[src/rtl/scfg_pkg.sv]
package scfg_pkg;
   localparam int unsigned CFG_W_DEF = 22;
   // divider codes 0 (divide-by-1), enables in the low byte all set
   localparam logic [CFG_W_DEF-1:0] CFG_RESET_DEF = 22'h0000FF;
   localparam int unsigned SYNC_STAGES_DEF = 2;
endpackage

[src/rtl/scfg_sync.sv]
module scfg_sync #(
   parameter int unsigned W      = 3,
   parameter int unsigned STAGES = 2
) (
   input  logic         clk_i,
   input  logic         rst_ni,
   input  logic [W-1:0] d_i,
   output logic [W-1:0] q_o
);
   if (STAGES < 2) begin : g_chk_stages
      $error("scfg_sync: STAGES must be at least 2");
   end
   if (W < 1) begin : g_chk_w
      $error("scfg_sync: W must be at least 1");
   end

   logic [STAGES-1:0][W-1:0] stg_q;

   for (genvar s = 0; s < STAGES; s++) begin : g_stage
      always_ff @(posedge clk_i or negedge rst_ni) begin
         if (!rst_ni) begin
            stg_q[s] <= '0;
         end else begin
            if (s == 0) stg_q[s] <= d_i;
            else        stg_q[s] <= stg_q[(s == 0) ? 0 : s-1];
         end
      end
   end

   assign q_o = stg_q[STAGES-1];
endmodule

[src/rtl/scfg_shifter.sv]
module scfg_shifter #(
   parameter int unsigned W          = 22,
   parameter bit          RD_ON_FALL = 1'b1
) (
   input  logic         clk_i,
   input  logic         rst_ni,
   input  logic         shift_i,
   input  logic         dat_i,
   input  logic         sclk_rise_i,
   input  logic         sclk_fall_i,
   output logic [W-1:0] sh_o,
   output logic         rd_o
);
   if (W < 2) begin : g_chk_w
      $error("scfg_shifter: W must be at least 2");
   end

   logic [W-1:0] sh_q;
   logic         rd_q;
   logic         rd_upd;

   always_ff @(posedge clk_i or negedge rst_ni) begin
      if (!rst_ni)      sh_q <= '0;
      else if (shift_i) sh_q <= {sh_q[W-2:0], dat_i};
   end

   if (RD_ON_FALL) begin : g_rd_fall
      assign rd_upd = sclk_fall_i;
   end else begin : g_rd_rise
      assign rd_upd = sclk_rise_i;
   end

   always_ff @(posedge clk_i or negedge rst_ni) begin
      if (!rst_ni)     rd_q <= 1'b0;
      else if (rd_upd) rd_q <= sh_q[W-1];
   end

   assign sh_o = sh_q;
   assign rd_o = rd_q;
endmodule

[src/rtl/scfg_latch.sv]
module scfg_latch #(
   parameter int unsigned     W     = 22,
   parameter logic [W-1:0]    RESET = '0
) (
   input  logic         clk_i,
   input  logic         rst_ni,
   input  logic         load_i,
   input  logic [W-1:0] d_i,
   output logic [W-1:0] q_o
);
   logic [W-1:0] act_q;

   always_ff @(posedge clk_i or negedge rst_ni) begin
      if (!rst_ni)     act_q <= RESET;
      else if (load_i) act_q <= d_i;
   end

   assign q_o = act_q;
endmodule

[src/rtl/scfg_loader.sv]
module scfg_loader #(
   parameter int unsigned            CFG_W       = scfg_pkg::CFG_W_DEF,
   parameter logic [CFG_W-1:0]       CFG_RESET   = scfg_pkg::CFG_RESET_DEF,
   parameter int unsigned            SYNC_STAGES = scfg_pkg::SYNC_STAGES_DEF,
   parameter bit                     RD_ON_FALL  = 1'b1
) (
   input  logic             clk_i,
   input  logic             rst_ni,
   input  logic             ser_clk_i,
   input  logic             ser_dat_i,
   input  logic             ser_le_i,
   output logic [CFG_W-1:0] cfg_o,
   output logic             ser_rd_o
);
   localparam int unsigned IN_W   = 3;
   localparam int unsigned IDX_CK = 0;
   localparam int unsigned IDX_DT = 1;
   localparam int unsigned IDX_LE = 2;

   if (CFG_W < 2) begin : g_chk_w
      $error("scfg_loader: CFG_W must be at least 2");
   end

   logic [IN_W-1:0]  raw_in, syn_in;
   logic             sclk_s, dat_s, le_s;
   logic             sclk_q, le_q;
   logic             sclk_rise, sclk_fall, le_rise, shift_en;
   logic [CFG_W-1:0] sh_w;

   assign raw_in = {ser_le_i, ser_dat_i, ser_clk_i};

   scfg_sync #(.W(IN_W), .STAGES(SYNC_STAGES)) sync_i (
      .clk_i (clk_i),
      .rst_ni(rst_ni),
      .d_i   (raw_in),
      .q_o   (syn_in)
   );

   assign sclk_s = syn_in[IDX_CK];
   assign dat_s  = syn_in[IDX_DT];
   assign le_s   = syn_in[IDX_LE];

   always_ff @(posedge clk_i or negedge rst_ni) begin
      if (!rst_ni) begin
         sclk_q <= 1'b0;
         le_q   <= 1'b0;
      end else begin
         sclk_q <= sclk_s;
         le_q   <= le_s;
      end
   end

   assign sclk_rise = sclk_s & ~sclk_q;
   assign sclk_fall = ~sclk_s & sclk_q;
   assign le_rise   = le_s & ~le_q;
   assign shift_en  = sclk_rise & ~le_s;

   scfg_shifter #(.W(CFG_W), .RD_ON_FALL(RD_ON_FALL)) shift_i (
      .clk_i      (clk_i),
      .rst_ni     (rst_ni),
      .shift_i    (shift_en),
      .dat_i      (dat_s),
      .sclk_rise_i(sclk_rise),
      .sclk_fall_i(sclk_fall),
      .sh_o       (sh_w),
      .rd_o       (ser_rd_o)
   );

   scfg_latch #(.W(CFG_W), .RESET(CFG_RESET)) latch_i (
      .clk_i (clk_i),
      .rst_ni(rst_ni),
      .load_i(le_rise),
      .d_i   (sh_w),
      .q_o   (cfg_o)
   );

   // a qualified rising serial edge moves the register up and appends data
   p_shift_in_r2: assert property (@(posedge clk_i) disable iff (!rst_ni)
      (sclk_rise && !le_s) |=> (sh_w == {$past(sh_w[CFG_W-2:0]), $past(dat_s)}));

   // latch enable high freezes the shift register
   p_le_freeze_r5: assert property (@(posedge clk_i) disable iff (!rst_ni)
      le_s |=> $stable(sh_w));

   // latch-enable rising edge copies the shift register to the output
   p_latch_copy_r4: assert property (@(posedge clk_i) disable iff (!rst_ni)
      le_rise |=> (cfg_o == $past(sh_w)));

   // output moves only on a latch-enable rising edge
   p_cfg_hold_r3: assert property (@(posedge clk_i) disable iff (!rst_ni)
      !le_rise |=> $stable(cfg_o));

   // falling serial edge presents the register top bit
   if (RD_ON_FALL) begin : g_rd_chk
      p_rd_top_r7: assert property (@(posedge clk_i) disable iff (!rst_ni)
         sclk_fall |=> (ser_rd_o == $past(sh_w[CFG_W-1])));
   end

   // readback is steady between falling edges
   p_rd_steady_r7: assert property (@(posedge clk_i) disable iff (!rst_ni)
      !(RD_ON_FALL ? sclk_fall : sclk_rise) |=> $stable(ser_rd_o));
endmodule

[config.mk]
export PLATFORM = sky130hd
export DESIGN_NAME = scfg_loader
export DESIGN_NICKNAME = d
export VERILOG_FILES = /design/src/rtl/scfg_pkg.sv /design/src/rtl/scfg_sync.sv /design/src/rtl/scfg_shifter.sv /design/src/rtl/scfg_latch.sv /design/src/rtl/scfg_loader.sv
export SDC_FILE = /design/constraint.sdc
export NUM_CORES = 1
export LEC_CHECK = 0
export ABC_CLOCK_PERIOD_IN_PS = 1850
export BUFFER_PORTS_ARGS = -buffer_cell sky130_fd_sc_hd__buf_4
export CORE_MARGIN = 5
export CORE_UTILIZATION = 55
export DETAILED_ROUTE_END_ITERATION = 12
export HOLD_SLACK_MARGIN = 0.15
export PLACE_DENSITY = 0.77
export SYNTH_ARGS = -nofsm -noshare
export SYNTH_HDL_FRONTEND = slang
export SYNTH_SLANG_ARGS = --single-unit
[constraint.sdc]
create_clock -name clk_i -period 1.85 [get_ports clk_i]
set_clock_uncertainty 0.15 [all_clocks]
set_input_delay 0.0925 -clock clk_i [delete_from_list [all_inputs] [get_ports clk_i]]
set_output_delay 0.0925 -clock clk_i [all_outputs]
set_load 0.02 [all_outputs]
* Yosys cells after proc, flatten, opt, wreduce, memory -nomap -nowiden *
Index checks and enable logic that the tools add are counted.

word-level totals
  output and inout port bits = 23
  logic and storage cells = 15
  register bits after elaboration = 53
  bits of input ports = 5

cells by class
  bitwise logic cells = 8

operators by type and width
  kind           count
  $and A1 B1 Y1  4
  $not A1 Y1     4

* Logic depth before layout (Yosys ltp) *
  word-level depth = 3
  depth in mapped cells = 3
  depth with buffers taken out = 2

* Hierarchy *
A second synthesis with hierarchy kept.

unflattened totals
  cell total of the unflattened synthesis = 109
  area total of the unflattened synthesis = 1944.4 um^2

by module, submodules not included
  module        sequential area each (um^2)  cells each  area each (um^2)  instances
  scfg_shifter  575.6                        48          857.1             1
  scfg_latch    560.5                        46          830.8             1
  scfg_sync     150.1                        9           172.7             1
  scfg_loader   50.0                         6           83.8              1

* Worst setup path after synthesis *
Ideal clock, no wire load.

  path kind = reg-to-reg
  from = register sync_i.stg_q (netlist bit sync_i.q_o[2])
  to = register shift_i.sh_q[10] (netlist: shift_i.sh_o[10])
  arrival time = 1.168 ns
  setup slack = 0.408 ns
  required time = 1.575 ns
  buffers on the path = 1
  stages on the path, launching flop included = 4
  clock period less this slack = 1.442 ns
  setup time = 0.125 ns
  cell sequence = dfrtp_1 -> nor3b_4 -> buf_6 -> mux2_2

on the way
  word-level cells in the longest chain between the ends = 2

ends and longest elaborated chain
  what                              line                RTL
  start: declaration                scfg_sync.sv:17     logic [STAGES-1:0][W-1:0] stg_q;
  start signal: indexed assignment  scfg_sync.sv:24     if (s == 0) stg_q[s] <= d_i;
  start signal: indexed assignment  scfg_sync.sv:25     else stg_q[s] <= stg_q[(s == 0) ? 0 : s-1];
  $not A1 Y1                        scfg_loader.sv:56   assign shift_en = sclk_rise & ~le_s;
  $and A1 B1 Y1                     scfg_loader.sv:56
  end signal: assignment            scfg_shifter.sv:24  else if (shift_i) sh_q <= {sh_q[W-2:0], dat_i};
  end: declaration                  scfg_shifter.sv:18  logic [W-1:0] sh_q;

No other way between the ends.
A chain may end at the register's enable or synchronous reset.

* Worst setup path after layout *
  from = register le_q
  to = register latch_i.act_q[17] (netlist: latch_i.q_o[17])

on the way
  word-level cells in the longest chain between the ends = 2

ends and longest elaborated chain
  what                      line               RTL
  start: declaration        scfg_loader.sv:26  logic sclk_q, le_q;
  start signal: assignment  scfg_loader.sv:49  le_q <= le_s;
  $not A1 Y1                scfg_loader.sv:55  assign le_rise = le_s & ~le_q;
  $and A1 B1 Y1             scfg_loader.sv:55
  end signal: assignment    scfg_latch.sv:15   else if (load_i) act_q <= d_i;
  end: declaration          scfg_latch.sv:11   logic [W-1:0] act_q;

No other way between the ends.

==> run metrics <==
Setup TNS=0 ps; pre-CTS setup slack=374 ps; syn_nets=110; DR pass1 iterations=2; Final Max Slew Viols=0; maximum buffer depth of the clock tree=2; Nets=147; Reg area=0.00134 mm²; Initial Utilization=57.2%; CP startpoint kind=register; DRC Markers=0; Req. time, crit path=1960 ps; post-synthesis cell area=approximately 0.0019 mm²; minimum clock period=1480 ps; Max Cap Viol=0; Die Area=roughly 0.0048 mm²; post_cts resized=0; CTS tree=done; CP max stage delay=460 ps; final wirelength=2790 µm; initial antenna violation count=0; Detailed Route Iter0 Violations=42; largest net degree at the start of global routing=54; Overall Global Routing Usage=a little over an eighth; num ports=28; Mapped Cells=105; FILL cells=between 200 and 300; total congestion overflow=0; peak supply drop=0.000633 V; Hold Vio Cnt, Final=0; footprint of the multi-input gates=542 µm²; Max Freq=675 MHz; TritonCTS Buffers=5; Synth area leader=dfrtp_1; Power Density=~1100 mW/mm²; Synthesis Warnings=0; Slowest cell on crit path=and2b_4; layout cells sized above 1=62.9%; Rows=21; Hold-fix buffers, CTS=5; cell chosen for the clock root=clkbuf_4; HP Class=register to register; Die W=a little under 70 µm; Clk pin slew, worst setup/hold paths=140 ps; largest cells by area after synthesis=dfrtp_1 59%, mux2_2 25%, dfstp_2 11%; vias=roughly 960; H-Tree Depth=2; Worst setup EP type=register; relative slew slack=58.5%; Buffers on Ports=27; DR vias/cell=between 5 and 6; setup ws final=369 ps; Setup Buffers After CTS=0; unique cell type count in the Yosys netlist=8; diode count=0; Max FO, Critical Path=22; Syn Area/Cell=18.3 µm²; Skew-Pair Late Insertion Delay=360 ps; most frequent cells in the layout=45 x dfrtp_1, 43 x mux2_2, 29 x buf_4; status=finished clean; DRT antenna net count=0; DPL Wire Length=1860 µm; LEAKAGE=approximately 1.1 nW; core region area=0.00336 mm²; Final Setup Violations=0; routed len/inst=about 15 µm; commonest non-fill, non-tap cell in the layout=dfrtp_1; Worst Path Arrival=1590 ps; Layout area overhead=17.4%; top cell type's share of synthesized area=58.6%; kind of critical path=register to register; Min Hold Slack=218 ps; Final GP Congestion=0.664; worst slew pin tran=623 ps; first-pass GRT wire length=5020 µm; vias in the first global route=1028; sequence of cells on the critical path=and2b_4 > mux2_2; synthesized flop and latch total=53; RSZ-0062 raised after global routing=no; clock sink count=53; final period utilization=80.1%; post-synthesis sequential area ratio=a little over two thirds; DIE HEIGHT=69.1 µm
-- cell usage after synthesis, drive strengths merged --
cell    n
dfrtp  45
buf     4
dfstp   8
and2b   1
nor2b   1
mux2   45
nor3b   1
-- flip-flops by register name, summed over array words and instances (netlist names) --
signal and count:
le_q 1, shift_i.sh_o 22, sync_i.stg_q 3, sync_i.q_o 3, shift_i.rd_o 1, sclk_q 1
latch_i.q_o 22
-- kinds of logic (layout without fill, tap and decap cells) --
family                 Yosys count  count (layout)  share of synthesized area, %
flip-flops                      53              53                          69.5
multiplexers                    45              45                          26.3
buffers and inverters            4              42                          2.34
AND/OR/NAND/NOR                  3               3                          1.82
-- layer usage --
| metal | share of wire, % | up-vias | wire, µm | track usage (%) |
|---|---|---|---|---|
| li1 | - | 439 | - | - |
| met1 | 42 | 489 | 1170 | 16.4 |
| met2 | 51 | 22 | 1420 | 21.1 |
| met3 | 5.6 | 6 | 155 | 5.67 |
| met4 | 1.3 | 0 | 35 | 4.56 |
| met5 | 0 | - | 0 | 0 |
-- worst paths after layout --
path | startpoint | endpoint | slack, ps | depth (start not counted)
max in group asynchronous | rst_ni | sync_i.q_o[1] | 450 | 3
worst min-delay path | sync_i.stg_q[1] | sync_i.q_o[1] | 220 | 0
worst min register to register | sync_i.stg_q[1] | sync_i.q_o[1] | 220 | 0
worst max-delay path | le_q | latch_i.q_o[17] | 370 | 2
min in group asynchronous | rst_ni | shift_i.sh_o[2] | 680 | 3
worst max register to register | le_q | latch_i.q_o[17] | 370 | 2
-- final cells by class --
type                            count  share of cell area [%]
Clock buffer                        5                    1.66
Clock inverter                      3                   0.776
Multi-Input combinational cell     48                    24.0
Sequential cell                    53                    59.2
Tap cell                           46                    2.55
Timing Repair Buffer               34                    11.9
-- where the power goes --
group	switching, mW	total, mW	internal (mW)
Clock	0.343	0.487	0.144
Sequential	0.104	1.49	1.39
Combinational	0.218	0.474	0.255
-- per-stage QoR --
step | utilization [%] | std cells | total power, mW | cell area [µm²]
after CTS | 67.2 | 189 | 2.48 | 2260
after detailed placement | 64.0 | 176 | 1.99 | 2150
after global routing | 67.2 | 189 | 2.60 | 2260
final | 67.2 | 189 | 2.45 | 2260
after global placement | 64.0 | 176 | 1.96 | 2150
after floorplan | - | 105 | 1.79 | 1920
-- critical path: cells and delay by family (launching register included) --
family	cells	cell delay, ps
muxes	1	390
DFF	1	380
and+or+nand+nor	1	460
Note: power is estimated with default switching activity, not from simulation.
